## src/rtl/ratio_sel_pkg.sv

```systemverilog
package ratio_sel_pkg;
  localparam logic SRC_REF = 1'b0;
  localparam logic SRC_DYN = 1'b1;
  localparam int   MODE_W  = 2;
  localparam int   CFG_W   = 3;
endpackage

```

## src/rtl/ratio_pin_sync.sv

```systemverilog
module ratio_pin_sync #(
  parameter int WIDTH  = 1,
  parameter int STAGES = 2
) (
  input  logic             clk,
  input  logic             rst,
  input  logic [WIDTH-1:0] d_i,
  output logic [WIDTH-1:0] q_o
);
  logic [WIDTH-1:0] stg [STAGES];

  generate
    for (genvar s = 0; s < STAGES; s++) begin : g_stg
      if (s == 0) begin : g_first
        always_ff @(posedge clk) begin
          if (rst) stg[0] <= '0;
          else     stg[0] <= d_i;
        end
      end else begin : g_next
        always_ff @(posedge clk) begin
          if (rst) stg[s] <= '0;
          else     stg[s] <= stg[s-1];
        end
      end
    end
  endgenerate

  assign q_o = stg[STAGES-1];
endmodule

```

## src/rtl/ratio_src_decide.sv

```systemverilog
module ratio_src_decide
  import ratio_sel_pkg::*;
#(
  parameter int          MW           = MODE_W,
  parameter int          CW           = CFG_W,
  parameter logic [CW-1:0] PIN_SRC_CODE = 3'b101,
  parameter int          GRACE_CYC    = 2
) (
  input  logic                     clk,
  input  logic                     rst,
  input  logic [MW-1:0]            mode_s_i,
  input  logic                     ovr_s_i,
  input  logic [(1<<MW)*MW-1:0]    lock_ptr_i,
  input  logic [(1<<MW)-1:0]       manual_src_i,
  input  logic [CW-1:0]            pin_cfg_i,
  input  logic                     present_i,
  output logic                     src_q_o,
  output logic [MW-1:0]            idx_q_o,
  output logic                     change_o,
  output logic                     hold_o
);
  localparam int GCNT_W = $clog2(GRACE_CYC + 1);

  logic [MW-1:0]     ptr;
  logic              pin_ctl, auto_en, wanted, leaving;
  logic              src_nxt;
  logic [MW-1:0]     idx_nxt;
  logic [MW-1:0]     mode_q;
  logic [GCNT_W-1:0] g_cnt, g_nxt;

  always_comb begin
    ptr     = lock_ptr_i[int'(mode_s_i)*MW +: MW];
    pin_ctl = (pin_cfg_i == PIN_SRC_CODE);
    auto_en = (ptr != mode_s_i);
    if (pin_ctl)       wanted = ovr_s_i;
    else if (!auto_en) wanted = manual_src_i[mode_s_i];
    else               wanted = present_i;
    leaving = !pin_ctl && auto_en && !present_i && (src_q_o == SRC_DYN);
    hold_o  = 1'b0;
    if (leaving) begin
      if (g_cnt >= GCNT_W'(GRACE_CYC - 1)) begin
        src_nxt = SRC_REF;
        g_nxt   = '0;
      end else begin
        src_nxt = SRC_DYN;
        g_nxt   = g_cnt + 1'b1;
        hold_o  = 1'b1;
      end
    end else begin
      src_nxt = wanted;
      g_nxt   = '0;
    end
    idx_nxt  = (src_nxt == SRC_DYN) ? ptr : mode_s_i;
    change_o = (src_nxt != src_q_o) || (idx_nxt != idx_q_o) || (mode_s_i != mode_q);
  end

  always_ff @(posedge clk) begin
    if (rst) begin
      src_q_o <= SRC_REF;
      idx_q_o <= '0;
      mode_q  <= '0;
      g_cnt   <= '0;
    end else begin
      src_q_o <= src_nxt;
      idx_q_o <= idx_nxt;
      mode_q  <= mode_s_i;
      g_cnt   <= g_nxt;
    end
  end


  grace_hold_chk: assert property (@(posedge clk) disable iff (rst)
    (leaving && g_cnt == '0 && GRACE_CYC > 1) |=> src_q_o == SRC_DYN);


  static_idx_chk: assert property (@(posedge clk) disable iff (rst)
    (src_q_o == SRC_REF) |-> idx_q_o == mode_q);


  pin_ovr_chk: assert property (@(posedge clk) disable iff (rst)
    pin_ctl |=> src_q_o == $past(ovr_s_i));


  auto_dyn_chk: assert property (@(posedge clk) disable iff (rst)
    (!pin_ctl && auto_en && present_i) |=> (src_q_o == SRC_DYN) && idx_q_o == $past(ptr));
endmodule

```

## src/rtl/ratio_lock_timer.sv

```systemverilog
module ratio_lock_timer #(
  parameter int UNLOCK_CYC = 8
) (
  input  logic clk,
  input  logic rst,
  input  logic change_i,
  input  logic hold_i,
  output logic locked_o
);
  localparam int CNT_W = $clog2(UNLOCK_CYC + 1);

  logic [CNT_W-1:0] cnt;

  always_ff @(posedge clk) begin
    if (rst) begin
      cnt      <= CNT_W'(UNLOCK_CYC);
      locked_o <= 1'b0;
    end else if (change_i || hold_i) begin
      cnt      <= CNT_W'(UNLOCK_CYC);
      locked_o <= 1'b0;
    end else begin
      if (cnt != '0) cnt <= cnt - 1'b1;
      locked_o <= (cnt <= CNT_W'(1));
    end
  end


  unlock_chk: assert property (@(posedge clk) disable iff (rst)
    (change_i || hold_i) |=> !locked_o);


  lock_cnt_chk: assert property (@(posedge clk) disable iff (rst)
    locked_o |-> cnt == '0);
endmodule

```

## src/rtl/ratio_src_sel.sv

```systemverilog
module ratio_src_sel
  import ratio_sel_pkg::*;
#(
  parameter int UNLOCK_CYC  = 8,
  parameter int GRACE_CYC   = 2,
  parameter int SYNC_STAGES = 2
) (
  input  logic                   clk,
  input  logic                   rst,
  input  logic [MODE_W-1:0]      mode_pin_i,
  input  logic                   ovr_pin_i,
  input  logic [(1<<MODE_W)*MODE_W-1:0] lock_ptr_i,
  input  logic [(1<<MODE_W)-1:0] manual_src_i,
  input  logic [CFG_W-1:0]       pin_cfg_i,
  input  logic                   clkin_present_i,
  output logic                   src_dyn_o,
  output logic [MODE_W-1:0]      ratio_idx_o,
  output logic                   locked_o
);
  logic [MODE_W-1:0] mode_s;
  logic              ovr_s;
  logic              change, hold;

  ratio_pin_sync #(.WIDTH(MODE_W), .STAGES(SYNC_STAGES)) u_mode_sync (
    .clk(clk), .rst(rst), .d_i(mode_pin_i), .q_o(mode_s));

  ratio_pin_sync #(.WIDTH(1), .STAGES(SYNC_STAGES)) u_ovr_sync (
    .clk(clk), .rst(rst), .d_i(ovr_pin_i), .q_o(ovr_s));

  ratio_src_decide #(.GRACE_CYC(GRACE_CYC)) u_decide (
    .clk(clk), .rst(rst), .mode_s_i(mode_s), .ovr_s_i(ovr_s),
    .lock_ptr_i(lock_ptr_i), .manual_src_i(manual_src_i),
    .pin_cfg_i(pin_cfg_i), .present_i(clkin_present_i),
    .src_q_o(src_dyn_o), .idx_q_o(ratio_idx_o),
    .change_o(change), .hold_o(hold));

  ratio_lock_timer #(.UNLOCK_CYC(UNLOCK_CYC)) u_lock (
    .clk(clk), .rst(rst), .change_i(change), .hold_i(hold),
    .locked_o(locked_o));
endmodule

```

## config.mk

```make
export PLATFORM = sky130hd
export DESIGN_NAME = ratio_src_sel
export DESIGN_NICKNAME = d
export VERILOG_FILES = /design/src/rtl/ratio_sel_pkg.sv /design/src/rtl/ratio_pin_sync.sv /design/src/rtl/ratio_src_decide.sv /design/src/rtl/ratio_lock_timer.sv /design/src/rtl/ratio_src_sel.sv
export SDC_FILE = /design/constraint.sdc
export NUM_CORES = 1
export LEC_CHECK = 0
export ABC_AREA = 1
export ABC_CLOCK_PERIOD_IN_PS = 3500
export CAP_MARGIN = 20
export CORE_MARGIN = 2
export CORE_UTILIZATION = 40
export CTS_CLUSTER_DIAMETER = 30
export DETAILED_ROUTE_END_ITERATION = 6
export PLACE_DENSITY_LB_ADDON = 0.12
export SYNTH_ARGS = -nofsm -noshare
export SYNTH_HDL_FRONTEND = slang
export SYNTH_SLANG_ARGS = --single-unit
```

## constraint.sdc

```tcl
create_clock -name clk -period 3.5 [get_ports clk]
set_clock_uncertainty 0.15 [all_clocks]
set_input_delay 0.875 -clock clk [delete_from_list [all_inputs] [get_ports clk]]
set_output_delay 0.875 -clock clk [all_outputs]
set_load 0.005 [all_outputs]
```

* Yosys cells after proc, flatten, opt, wreduce, memory -nomap -nowiden
Memories as Yosys holds them, arrays and structs flattened.
Index checks and enable logic that the tools add are counted.
** Storage, ports and cells
- Register bits :: 12
- Memory bits (writable) :: 6
- Input bits :: 21
- Output and inout bits :: 4
- Word-level logic and storage cells :: 50
- Memories kept :: 2
** Memory list
- u_mode_sync.stg :: depth 2, bits a word 2, rd ports 2, clocked after Yosys merged registers in 0, write ports 2, line ratio_pin_sync.sv:10 : logic [WIDTH-1:0] stg [STAGES];
- u_ovr_sync.stg :: depth 2, bits a word 1, rd ports 2, clocked after Yosys merged registers in 0, write ports 2, line ratio_pin_sync.sv:10
** Operators by class
- $add $sub $neg :: 2
- Magnitude comparators :: 3
- Equal/unequal tests :: 5
- Shift-type cells :: 1
- Multiplexer cells :: 15
- Bitwise operators :: 5
- Reduce and logical (&&, ||, !) cells :: 11
** Operator list (number)
- 1-bit two-way mux :: 11
- 8-bit by 4-bit indexed part select with 2-bit output :: 1
- 2-bit two-way mux :: 3
- 2-bit inequality test :: 3
- 4-bit by 1-bit <= comparator with 1-bit output (second input constant) :: 1
- 1-bit bitwise OR :: 4
- 4-bit nonzero test :: 1
- 4-bit by 1-bit subtractor with 4-bit output (second input constant) :: 1
- 3-bit equality test (second input constant) :: 1
- 1-bit logical AND :: 3
- 1-bit logical OR :: 3
- 2-bit by 3-bit less-than comparator with 1-bit output (second input constant) :: 1
- 3-bit OR reduction :: 1
- 2-bit by 1-bit adder with 2-bit output (second input constant) :: 1
- 1-bit binary-select mux with 2-bit select :: 1
- 2-bit by 1-bit >= comparator with 1-bit output (second input constant) :: 1
- 1-bit zero test :: 2
- 2-bit OR reduction :: 1
- 1-bit inequality test :: 1
- 1-bit NOT :: 1

* Longest topological paths before layout
Gate-level depths: netlist of the first run.
- Depth after elaboration :: 12
- Mapped depth :: 18
- Depth with buffers taken out :: 16

* By module
Synthesis of the first run repeated with hierarchy kept, for this count alone.
** Unflattened totals
- Cells, all modules :: 149
- Area total of the unflattened synthesis :: 1032.2 µm²
** By module, submodules not included
- ratio_src_decide :: times used 1, cells an instance 94, area an instance 608.1 µm², sequential area each 140.1 µm²
- ratio_lock_timer :: times used 1, cells an instance 37, area an instance 259.0 µm², sequential area each 100.1 µm²
- ratio_pin_sync (u_mode_sync) :: times used 1, cells an instance 12, area an instance 110.1 µm², sequential area each 80.1 µm²
- ratio_pin_sync (u_ovr_sync) :: times used 1, cells an instance 6, area an instance 55.1 µm², sequential area each 40.0 µm²

* Worst setup path after synthesis of the first run
Ideal clock, no wire load.
- Kind :: input-to-reg
- From :: input port pin_cfg_i[2]
- To :: register u_lock.cnt[3]
- Library setup time :: 0.115 ns
- Data arrival time :: 1.946 ns
- Data required time :: 3.235 ns
- Setup slack :: 1.289 ns
- Cell stages on the path :: 10
- Path buffers :: 0
- Cell sequence :: nand2_1 > nor2_1 > inv_1 > or2_2 > nand2_8 > nand3_1 > nand3_1 > nand3_2 > nor2_1 > nand2_1
** On the way
- Word-level cells in the longest chain between the ends :: 12
- Elaborated cells on any way between the ends :: 15
- Those cells by class :: eq/ne: 3; mux: 4; reduce/logical: 8
** RTL lines
- from (decl) :: line ratio_src_sel.sv:14 : input logic [CFG_W-1:0] pin_cfg_i,
- 3-bit equality test * :: line ratio_src_decide.sv:33 : pin_ctl = (pin_cfg_i == PIN_SRC_CODE);
- 1-bit zero test :: line ratio_src_decide.sv:38 : leaving = !pin_ctl && auto_en && !present_i && (src_q_o == SRC_DYN);
- 1-bit logical AND (3 in a row) :: line ratio_src_decide.sv:38
- 1-bit two-way mux :: line ratio_src_decide.sv:40 : if (leaving) begin
- 2-bit two-way mux :: line ratio_src_decide.sv:53 : idx_nxt = (src_nxt == SRC_DYN) ? ptr : mode_s_i;
- 2-bit inequality test :: line ratio_src_decide.sv:54 : change_o = (src_nxt != src_q_o) || (idx_nxt != idx_q_o) || (mode_s_i != mode_q);
- 1-bit logical OR (2 in a row) :: line ratio_src_decide.sv:54
- 1-bit logical OR * :: line ratio_lock_timer.sv:18 : end else if (change_i || hold_i) begin
- 2-bit OR reduction (no line) *
- to (signal assigned) :: line ratio_lock_timer.sv:16 : cnt <= CNT_W'(UNLOCK_CYC);
- to (signal assigned) :: line ratio_lock_timer.sv:19 : cnt <= CNT_W'(UNLOCK_CYC);
- to (signal assigned) :: line ratio_lock_timer.sv:22 : if (cnt != '0) cnt <= cnt - 1'b1;
- to (decl) :: line ratio_lock_timer.sv:12 : logic [CNT_W-1:0] cnt;
Every way passes the cells marked *; elsewhere a longest branch is shown, timed or not.
A chain may end at the register's enable or synchronous reset.

* Final worst setup path of the first run
- From :: input port pin_cfg_i[0]
- To :: register u_lock.cnt[3]
Same word-level chain as after synthesis.

==> results of run 1 <==
[power by group]
part / switching [mW] / internal, mW
Sequential: 0.00883 / 0.216
Clock: 0.0639 / 0.0634
Combinational: 0.0695 / 0.0646
[cell usage in the layout, fill, tap and decap left out, types with 2 or more instances in the layout]
cell	instances
a21oi_1	4
clkbuf_4	3
clkdlybuf4s50_1	24
dfxtp_1	18
ha_1	4
inv_1	22
inv_2	3
nand2_1	27
nand2_2	8
nand2_4	3
nand3_1	14
nand3_2	7
nand4_1	2
nor2_1	14
nor3_1	5
o21ai_0	2
or2_2	2
[sequential cells by signal, summed over array words and instances (netlist names)]
register          flops
u_mode_sync.stg       4
u_ovr_sync.stg        2
u_decide.g_cnt        2
u_lock.cnt            4
u_lock.locked_o       1
u_decide.src_q_o      1
u_decide.idx_q_o      2
u_decide.mode_q       2
[cell usage after synthesis]
library cell	n
buf_8	1
clkbuf_1	1
xor2_1	1
nand3_4	1
a21oi_2	1
inv_2	3
o21ai_0	2
dfxtp_1	18
nor2_1	14
nand3_2	7
nand2_4	3
nor3_1	5
buf_6	1
nand4_1	2
nand2_8	1
ha_1	4
inv_1	22
nand3_1	14
o221a_2	1
or2_2	2
inv_6	1
a21oi_1	4
nand2_2	8
xnor2_1	1
nand2_1	27
[worst max-delay path, cell delays in order]
cell	delay [ns]
clkdlybuf4s50_1	0.46
nand2_1	0.04
nor2_1	0.13
inv_1	0.10
or2_2	0.34
nand2_8	0.12
nand3_1	0.09
nand3_1	0.13
nand3_2	0.12
nor2_1	0.10
nand2_1	0.05
[cell type report]
cell class              count  area (um^2)  area share, %
well taps                  30         37.5           2.76
repair buffers             24          240           17.7
inverters                  26          103           7.54
clock buffers               4         36.3           2.67
flip-flops and latches     18          360           26.5
multi-input cells          98          583           42.9
[layer usage]
layer	up-vias	GRT usage, %
li1	504	-
met1	407	15.5
met2	15	26.4
met3	2	4.88
met4	0	3.06
met5	-	0
[cell families (layout without fill, tap and decap cells)]
group	Yosys count	after routing	share of synthesized area (%)
AOI/OAI and AO/OA	8	8	4.65
xor gates and xnor gates	2	2	1.63
adders and majority gates	4	4	4.65
buffers and inverters	29	54	12.3
DFF	18	18	33.5
and+or+nand+nor	84	84	43.3
[per-stage QoR]
| step | setup slack [ns] | cells | power, mW | area [um^2] | util, % |
|---|---|---|---|---|---|
| finish | 1.00 | 200 | 0.486 | 1360 | 53.9 |
| global route | 0.895 | 200 | 0.519 | 1360 | 53.9 |
| CTS | 0.994 | 200 | 0.494 | 1360 | 53.9 |
| detailed placement | 0.684 | 196 | 0.365 | 1320 | 52.5 |
| global placement | 0.729 | 196 | 0.362 | 1320 | 52.5 |
| floorplan | 1.29 | 145 | 0.322 | 1080 | - |
[worst min-delay path by stage]
stage,depth (start not counted),slack (ns),end,from
CTS,2,0.26,u_ovr_sync.stg[1],u_ovr_sync.stg[0]
detailed placement,2,0.24,u_ovr_sync.stg[1],u_ovr_sync.stg[0]
global placement,2,0.24,u_ovr_sync.stg[1],u_ovr_sync.stg[0]
floorplan,2,0.24,u_mode_sync.stg[1][0],u_mode_sync.stg[0][0]
finish,2,0.26,u_ovr_sync.stg[1],u_ovr_sync.stg[0]
global route,2,0.28,u_ovr_sync.stg[1],u_ovr_sync.stg[0]
==> out/results.tsv, run 1 <==
stage	metric	value	unit
outcome	status	completed	
finish	diodes	0	
finish	nNetsFinal	196	
worst_hold_path	hold_class	register to register	
clocking	clk_latency	0.29	ns
floorplanning	rows	18	
clocking	cts_setup_buffers	0	
clocking	cts_hold_buf	0	
logic_synthesis	yosysUniqueCellTypes	25	
logic_synthesis	yosys.area.top_type	dfxtp_1	
pwr	power_density	357	nW/um^2
timing	tightest_slew	0.437	ns
floorplanning	core_area	2520	um^2
logic_synthesis	synthesis.nets	170	
floorplanning	die_w	55.9	um
logic_synthesis	synth_seq_cells	18	
critical_path	endpoint	u_lock.cnt[3]	
grt	grt_pass1_vias	884	
finish	synthToLayoutAreaGrowth	26.4	%
grt	grt_pass1_wl	3560	um
placement	gp_congestion	0.774	
route	first_pass_iters	4	
clocking	cts_buffers	3	
critical_path	reg2regPathDepth	15	
critical_path	crit_path_end_kind	register	
critical_path	r2r_end	u_lock.cnt[3]	
route	drtIter0Drc	19	
finish	fillers	249	
critical_path	start_kind	input port	
pwr	max-vdd-ir-drop	317	uV
critical_path	worstPathArrival	2.55	ns
placement	dp_hpwl	1590	um
route	top_layer	met4	
route	drcViolationCount	0	
critical_path	r2r_start	u_mode_sync.stg[1][0]	
grt	grt_overflow	0	
floorplanning	num_io_pins	25	
timing	finalCritPeriodShare	71.4	%
timing	whs	0.257	ns
timing	max_slew_margin	70.8	%
clocking	cts_sinks	18	
logic_synthesis	synthTopCellsByArea	dfxtp_1 (33%), nand2_1 (9.4%), inv_1 (7.7%), nand3_1 (6.5%), nand3_2 (6.5%)	
clocking	cts_tree	done	
logic_synthesis	netlist_area	1080	um^2
route	wl_per_cell	9.85	um
grt	antenna_found_initial	0	
route	routed-wl-met3	82	um
clocking	cts_resized	0	
critical_path	startpoint	pin_cfg_i[0]	
logic_synthesis	ys_seq_area_share	33.5	%
route	antenna_left	0	
floorplanning	die_h	55.9	um
route	route.met2.wl	970	um
route	wl_met1	907	um
clocking	root_buffer	clkbuf_4	
grt	gr-usage-all-layers	14.2	%
route	vias_per_cell	4.64	
timing	timing.setup.tns	0	ns
run	drv_cap	0	
timing	final_hold_viol_count	0	
logic_synthesis	ys_warn_count	0	
pwr	p_leak	0.597	nW
clocking	cts_buffer_depth	2	
timing	max_freq	400	MHz
timing	rsz0062_at_grt	no	
critical_path	cp.required	3.55	ns
floorplanning	dieArea	3120	um^2
critical_path	worstSetupPathType	input port to register	
timing	finalSetupViolations	0	
finish	drive_above_1_share	18.8	%
timing	slew_viol_final	0	
logic_synthesis	syn-mean-instance-area	7.42	um^2
critical_path	r2r_slack	1.33	ns
route	wl	1970	um
critical_path	critPathMaxFanout	7	
floorplanning	start_util	42.7	%
clocking	cts_max_level	1	
logic_synthesis	synthCells	145	
timing	fin_crit	2.50	ns
clocking	path_clk_slew	0.11	ns
placement	port_buffers	24	
route	vias	928	
logic_synthesis	synth_top_area_share	33.5	%
grt	grt_max_degree	13	
Note: power is estimated with default switching activity, not from simulation.
==> run 2, diff against run 1 <==
ABC_CLOCK_PERIOD_IN_PS = 2530   (was 3500)
clock period = 2.53 ns   (was 3.5 ns; I/O delays follow)
==> run 2 against run 1 <==
Hold slack better by 0.0060 ns. Design area grew 1.7%. Largest power group unchanged. Sequential cell count unchanged. Core utilization up 0.89 points. Sequential share of layout area fell by 0.43 points. Highest routed layer is now met3. Final cell count increased by 1.5%. Non-clock buffer count up 3. First-iteration DRC count grew 26%.
==> out/results.tsv, run 2 (synthesized netlist as in run 1, its figures left out) <==
stage	metric	value	unit	change
clocking	cts_tree	done		
route	vias_per_cell	4.70		+1.4%
clocking	path_clk_slew	0.10	ns	about the same
route	vias	955		+2.9%
clocking	clk_latency	0.29	ns	about the same
critical_path	critPathMaxFanout	7		unchanged
timing	fin_crit	2.23	ns	
route	first_pass_iters	4		unchanged
finish	instances_no_fill	203		+1.5%
timing	slew_viol_final	0		unchanged
pwr	max-vdd-ir-drop	390	uV	+23%
grt	grt_pass1_vias	965		+9.2%
timing	max_freq	449	MHz	
placement	gp_congestion	0.773		-0.12%
floorplanning	dieArea	3120	um^2	unchanged
timing	final.setup.worst_slack	0.301	ns	-0.701 ns
critical_path	worstSetupPathType	input port to register		
grt	gr-usage-all-layers	15.1	%	+0.92 points
critical_path	cp.required	2.58	ns	-0.97 ns
finish	largest_registers	u_lock.cnt x4, u_mode_sync.stg x4		
pwr	p_leak	0.611	nW	+2.3%
critical_path	crit_path_end_kind	register		
floorplanning	num_io_pins	25		unchanged
clocking	cts_max_level	1		unchanged
placement	dp_hpwl	1710	um	+7.8%
clocking	cts_setup_buffers	0		unchanged
clocking	cts_hold_buf	0		unchanged
timing	max_slew_margin	71.6	%	+0.82 points
timing	finalCritPeriodShare	88.1	%	
timing	tightest_slew	0.425	ns	-0.0116 ns
run	drv_cap	0		unchanged
clocking	cts_resized	0		unchanged
worst_hold_path	min_from	u_mode_sync.stg[0][0]		
placement	postPlaceCellArea	1350	um^2	+1.7%
placement	port_buffers	24		unchanged
placement	post-place-cells	199		+1.5%
critical_path	r2r_start	u_mode_sync.stg[1][0]		
finish	drive_above_1_share	20.2	%	+1.4 points
grt	grt_pass1_wl	3820	um	+7.4%
timing	rsz0062_at_grt	no		
clocking	cts_buffer_depth	2		unchanged
route	drtIter0Drc	24		+5
floorplanning	die_h	55.9	um	unchanged
route	drcViolationCount	0		unchanged
grt	grt_overflow	0		unchanged
timing	final_hold_viol_count	0		unchanged
floorplanning	core_area	2520	um^2	unchanged
pwr	total_power	0.677	mW	+39%
finish	stdcell_area	1380	um^2	+1.7%
outcome	status	completed		
finish	layout_common_cells	nand2_1 (27), clkdlybuf4s50_1 (24), inv_1 (22)		
finish	synthToLayoutAreaGrowth	28.5	%	
critical_path	start_kind	input port		
clocking	cts_buffers	3		unchanged
floorplanning	start_util	42.7	%	unchanged
finish	diodes	0		unchanged
placement	pre_cts_slack	-0.0219	ns	-0.706 ns
worst_hold_path	hold_class	register to register		
timing	finalSetupViolations	0		unchanged
finish	utilization	54.8	%	+0.89 points
grt	grt_max_degree	13		unchanged
route	wl	2040	um	+3.6%
clocking	cts_sinks	18		unchanged
critical_path	worstPathArrival	2.28	ns	-0.27 ns
floorplanning	die_w	55.9	um	unchanged
critical_path	startpoint	pin_cfg_i[2]		
finish	nNetsFinal	199		+1.5%
clocking	root_buffer	clkbuf_4		
grt	antenna_found_initial	0		unchanged
route	antenna_left	0		unchanged
finish	final_common_cell	nand2_1		
route	wl_per_cell	10.0	um	+2.0%
pwr	power_density	490	nW/um^2	+37%
floorplanning	rows	18		unchanged
## run 2: metrics by stage
| stage | TNS, ns | hold WS [ns] |
|---|---|---|
| detailed placement | -0.0409 | 0.250 |
| finish | 0 | 0.263 |
| floorplan | 0 | 0.238 |
| global route | 0 | 0.286 |
| CTS | 0 | 0.267 |
| global placement | 0 | 0.242 |
## run 2: path summary, 6_finish.rpt
path / endpoint / slack (ns) / cells past startpoint
worst max-delay path: u_lock.cnt[3] / 0.30 / 11
worst max register to register: u_lock.cnt[3] / 0.36 / 15
worst min-delay path: u_mode_sync.stg[1][0] / 0.26 / 2
worst min register to register: u_mode_sync.stg[1][0] / 0.26 / 2
## run 2: critical path, stage by stage
cell	delay, ns
clkdlybuf4s50_1	0.46
nand2_1	0.05
nor2_1	0.13
inv_1	0.07
or2_2	0.33
nand2_8	0.11
nand3_1	0.09
nand3_1	0.14
nand3_2	0.12
nor2_1	0.10
nand2_1	0.05
## run 2: layout make-up
cell class / count / area [um^2]
clock buffers: 4 / 36.3
fillers: 252 / 1140
inverters: 26 / 103
multi-input cells: 98 / 583
flip-flops and latches: 18 / 360
well taps: 30 / 37.5
repair buffers: 27 / 263
## run 2: power breakdown
group | switching (mW) | internal, mW
Combinational | 0.0983 | 0.0932
Sequential | 0.0123 | 0.299
Clock | 0.0872 | 0.0877
Total | 0.198 | 0.480
## run 2: routing by layer
metal	vias up	GRT usage, %	part of all wire, %
li1	508	-	-
met1	434	17.4	45
met2	13	27.2	51
met3	0	4.88	3.5
met4	0	3.40	0
met5	-	0	0
==> run 3, diff against run 2 <==
--- a/config.mk
+++ b/config.mk
@@ -17,2 +17,3 @@
 export SYNTH_HDL_FRONTEND = slang
+export SYNTH_HIERARCHICAL = 1
 export SYNTH_SLANG_ARGS = --single-unit
==> constraint.sdc (replaced) <==
create_clock -name clk -period 2.53 [get_ports clk]
set_clock_uncertainty 0.15 [all_clocks]
set_input_delay 0.759 -clock clk [delete_from_list [all_inputs] [get_ports clk]]
set_output_delay 0.759 -clock clk [all_outputs]
set_load 0.005 [all_outputs]
==> run 3 against run 2 <==
Total power up 1.6%. Register-to-register slack worse by 0.11 ns. Non-clock buffer count up 13. Critical endpoint is now u_lock/locked_o. Routed wire length up 13%. Core utilization up 8.5 points. Worst setup slack worse by 0.16 ns. Die area down 3.8%. Area after synthesis down 4.1%. Design area up 12%. Critical path depth up 10. Maximum frequency down 6.5%.
==> out/results.tsv, run 3 <==
stage	metric	value	unit	change
floorplanning	start_util	42.0	%	-0.61 points
timing	finalSetupViolations	0		unchanged
logic_synthesis	yosys.area.top_type	dfxtp_1		
floorplanning	num_io_pins	25		unchanged
logic_synthesis	ys_seq_area_share	34.9	%	+1.4 points
timing	tightest_slew	0.502	ns	+0.0772 ns
logic_synthesis	netlist_top_cells_count	nand2_1 (29), inv_1 (27), nor2_1 (21), dfxtp_1 (18), nand3_1 (16)		
finish	nNetsFinal	217		+9.0%
critical_path	crit_path_end_kind	register		
logic_synthesis	synthXorXnorAreaFrac	1.70	%	+0.069 points
clocking	cts_buffer_depth	2		unchanged
logic_synthesis	synthCells	149		+2.8%
clocking	clk_latency	0.28	ns	about the same
route	first_pass_iters	4		unchanged
critical_path	reg2regPathDepth	20		+5
logic_synthesis	synth_top_area_share	34.9	%	+1.4 points
placement	port_buffers	24		unchanged
grt	antenna_found_initial	0		unchanged
logic_synthesis	ys_warn_count	6		+6
placement	gp_congestion	0.760		-1.7%
clocking	cts_max_level	1		unchanged
critical_path	start_kind	input port		
clocking	cts_tree	done		
route	wl	2300	um	+13%
logic_synthesis	synthTopCellsByArea	dfxtp_1 (35%), nand2_1 (11%), inv_1 (9.8%), nand3_1 (7.8%), nor2_1 (7.6%)		
clocking	cts_hold_buf	0		unchanged
finish	final_common_cell	inv_1		
grt	grt_pass1_wl	3650	um	-4.5%
clocking	cts_buffers	3		unchanged
logic_synthesis	synthMuxAreaShare	0	%	unchanged
placement	dp_hpwl	1530	um	-11%
finish	largest_registers	u_lock/cnt x4, u_mode_sync/stg x4		
critical_path	cp_slowest_cell	dlygate4sd2_1		
timing	final_hold_viol_count	0		unchanged
timing	fin_crit	2.39	ns	+0.156 ns
route	route.met2.wl	1210	um	+16%
pwr	max-vdd-ir-drop	303	uV	-22%
logic_synthesis	synthFlopType	dfxtp_1		
critical_path	worstSetupPathType	input port to register		
route	wl_met1	1010	um	+9.3%
critical_path	worstPathArrival	2.42	ns	+0.14 ns
outcome	status	completed		
critical_path	critPathMaxFanout	4		-3
route	vias	1006		+5.3%
critical_path	path_cells	dlygate4sd2_1 > nand2_2 > nand3_2 > nand2_2 > inv_4 > nand3_2 > nand2_2 > nand2_2 > nand2_2 > nand2_4 > nand2_4 > nand2_4 > nand2_4 > nor2_4 > nor2_2 > nand3_1 > inv_1 > buf_4 > buf_4 > nand2_2 > nor2_1		
logic_synthesis	synth-adder-area-share	3.64	%	-1.0 points
logic_synthesis	netlist_area	1030	um^2	-4.1%
timing	finalCritPeriodShare	94.3	%	+6.2 points
timing	slew_viol_final	0		unchanged
finish	utilization	63.4	%	+8.5 points
clocking	path_clk_slew	0.10	ns	about the same
logic_synthesis	synthesis.nets	173		+1.8%
timing	max_freq	419	MHz	-6.5%
clocking	cts_sinks	18		unchanged
grt	grt_overflow	0		unchanged
finish	synthToLayoutAreaGrowth	50.7	%	
timing	max_slew_margin	66.4	%	-5.2 points
route	vias_per_cell	4.55		-3.2%
floorplanning	dieArea	3000	um^2	-3.8%
route	antenna_left	0		unchanged
finish	drive_above_1_share	36.6	%	+16 points
critical_path	cpMostUsedCell	nand2_2		
pwr	power_density	443	nW/um^2	-9.7%
logic_synthesis	syn-mean-instance-area	6.93	um^2	-6.6%
logic_synthesis	synth_seq_cells	18		unchanged
critical_path	crit_cells	21		+10
pwr	total_power	0.688	mW	+1.6%
logic_synthesis	synth-simple-area-share	44.7	%	+1.5 points
finish	stdcell_area	1560	um^2	+12%
pwr	p_leak	0.785	nW	+28%
grt	grt_max_degree	15		+2
floorplanning	die_h	54.8	um	-1.9%
grt	gr-usage-all-layers	16.8	%	+1.7 points
floorplanning	die_w	54.8	um	-1.9%
floorplanning	core_area	2450	um^2	-2.7%
logic_synthesis	synth_compound_area_share	2.91	%	-1.7 points
route	top_layer	met4		
worst_hold_path	hold_class	register to register		
route	drtIter0Drc	10		-58%
clocking	root_buffer	clkbuf_4		
route	drcViolationCount	0		unchanged
critical_path	r2r_slack	0.25	ns	-0.11 ns
finish	fillers	222		-12%
grt	grt_pass1_vias	958		-0.73%
logic_synthesis	synth_top_family_by_area	simple AND/OR/NAND/NOR gates		
logic_synthesis	synth_edf_count	0		unchanged
finish	layout_common_cells	inv_1 (25), nand2_1 (19), nand2_2 (18)		
critical_path	cp_top_family	simple AND/OR/NAND/NOR gates		
critical_path	cp.required	2.57	ns	about the same
worst_hold_path	holdPathStages	2		unchanged
logic_synthesis	async_flop_share	0	%	unchanged
route	wl_per_cell	10.4	um	+3.7%
logic_synthesis	yosysMostFrequentCell	nand2_1		
finish	diodes	0		unchanged
logic_synthesis	yosysUniqueCellTypes	20		-20%
floorplanning	rows	18		unchanged
route	routed-wl-met3	67	um	-5.6%
critical_path	cp_num_buf_inv	5		+3
run	drv_cap	0		unchanged
critical_path	cpPeakStageDelay	0.24	ns	-0.22 ns
placement	postPlaceCellArea	1350	um^2	+0.37%
[run 3: cell types whose count changed after synthesis, moves of 2 or more]
cell     delta
nor2_1      +7
inv_1       +5
nor3_1      -5
nand2_1     +2
nand2_2     +2
nand3_1     +2
nand3_2     -2
nand4_1     -2
[run 3: power by group]
group,internal (mW),switching (mW)
clock network,0.0552,0.0826
registers,0.300,0.0122
logic,0.116,0.122
total,0.471,0.217
[run 3: final timing paths]
kind / from / endpoint
max: lock_ptr_i[5] / u_lock/locked_o
min: u_mode_sync/stg[0][1] / u_mode_sync/stg[1][1]
max reg2reg: u_mode_sync/stg[1][0] / u_lock/cnt[2]
min reg2reg: u_mode_sync/stg[0][1] / u_mode_sync/stg[1][1]
[run 3: timing repair]
item,in CTS,in global routing
buffers inserted,8,1
pin swaps,23,26
gates resized for setup,19,37
endpoints found under the hold margin,0,0
endpoints found under the setup margin,3,5
[run 3: worst reg2reg max path, stage by stage (launching register included)]
cell     delay, ns
dfxtp_1       0.35
buf_4         0.21
nand2_2       0.09
nand3_4       0.11
nand2_4       0.07
nand2_2       0.06
nand3_2       0.08
nand2_2       0.08
nand2_2       0.06
nand2_2       0.07
nand2_4       0.08
buf_6         0.13
nand3_2       0.05
nand3_2       0.06
nor2_2        0.10
nand3_1       0.06
inv_1         0.07
buf_4         0.10
buf_4         0.09
nand2_2       0.05
a21oi_1       0.10
[run 3: cell type report]
cell class	count	area (um^2)	share of cell area [%]
inverters	30	115	7.40
flip-flops and latches	18	362	23.3
multi-input cells	100	657	42.2
repair buffers	40	362	23.3
clock buffers	3	22.5	1.45
well taps	30	37.5	2.41
[run 3: per-stage QoR]
step	hold WS, ns	setup TNS [ns]	setup WS, ns	instances
after floorplan	0.238	0	0.271	149
after global placement	0.241	-1.35	-0.342	209
after detailed placement	0.246	-1.58	-0.387	209
after CTS	0.259	0	0.00494	220
after global routing	0.265	-0.000512	-0.000512	221
final	0.247	0	0.145	221
[run 3: cells by family after synthesis]
kind of cell,count (synthesis)
buffers and inverters,31
and+or+nand+nor,89
xor gates and xnor gates,2
DFF,18
AOI/OAI and AO/OA,6
adders and majority gates,3
[run 3: layer usage]
metal | global-route usage (%) | vias up
met4 | 5.00 | 0
li1 | - | 535
met3 | 3.28 | 2
met1 | 20.8 | 457
met2 | 29.2 | 12
met5 | 0 | -
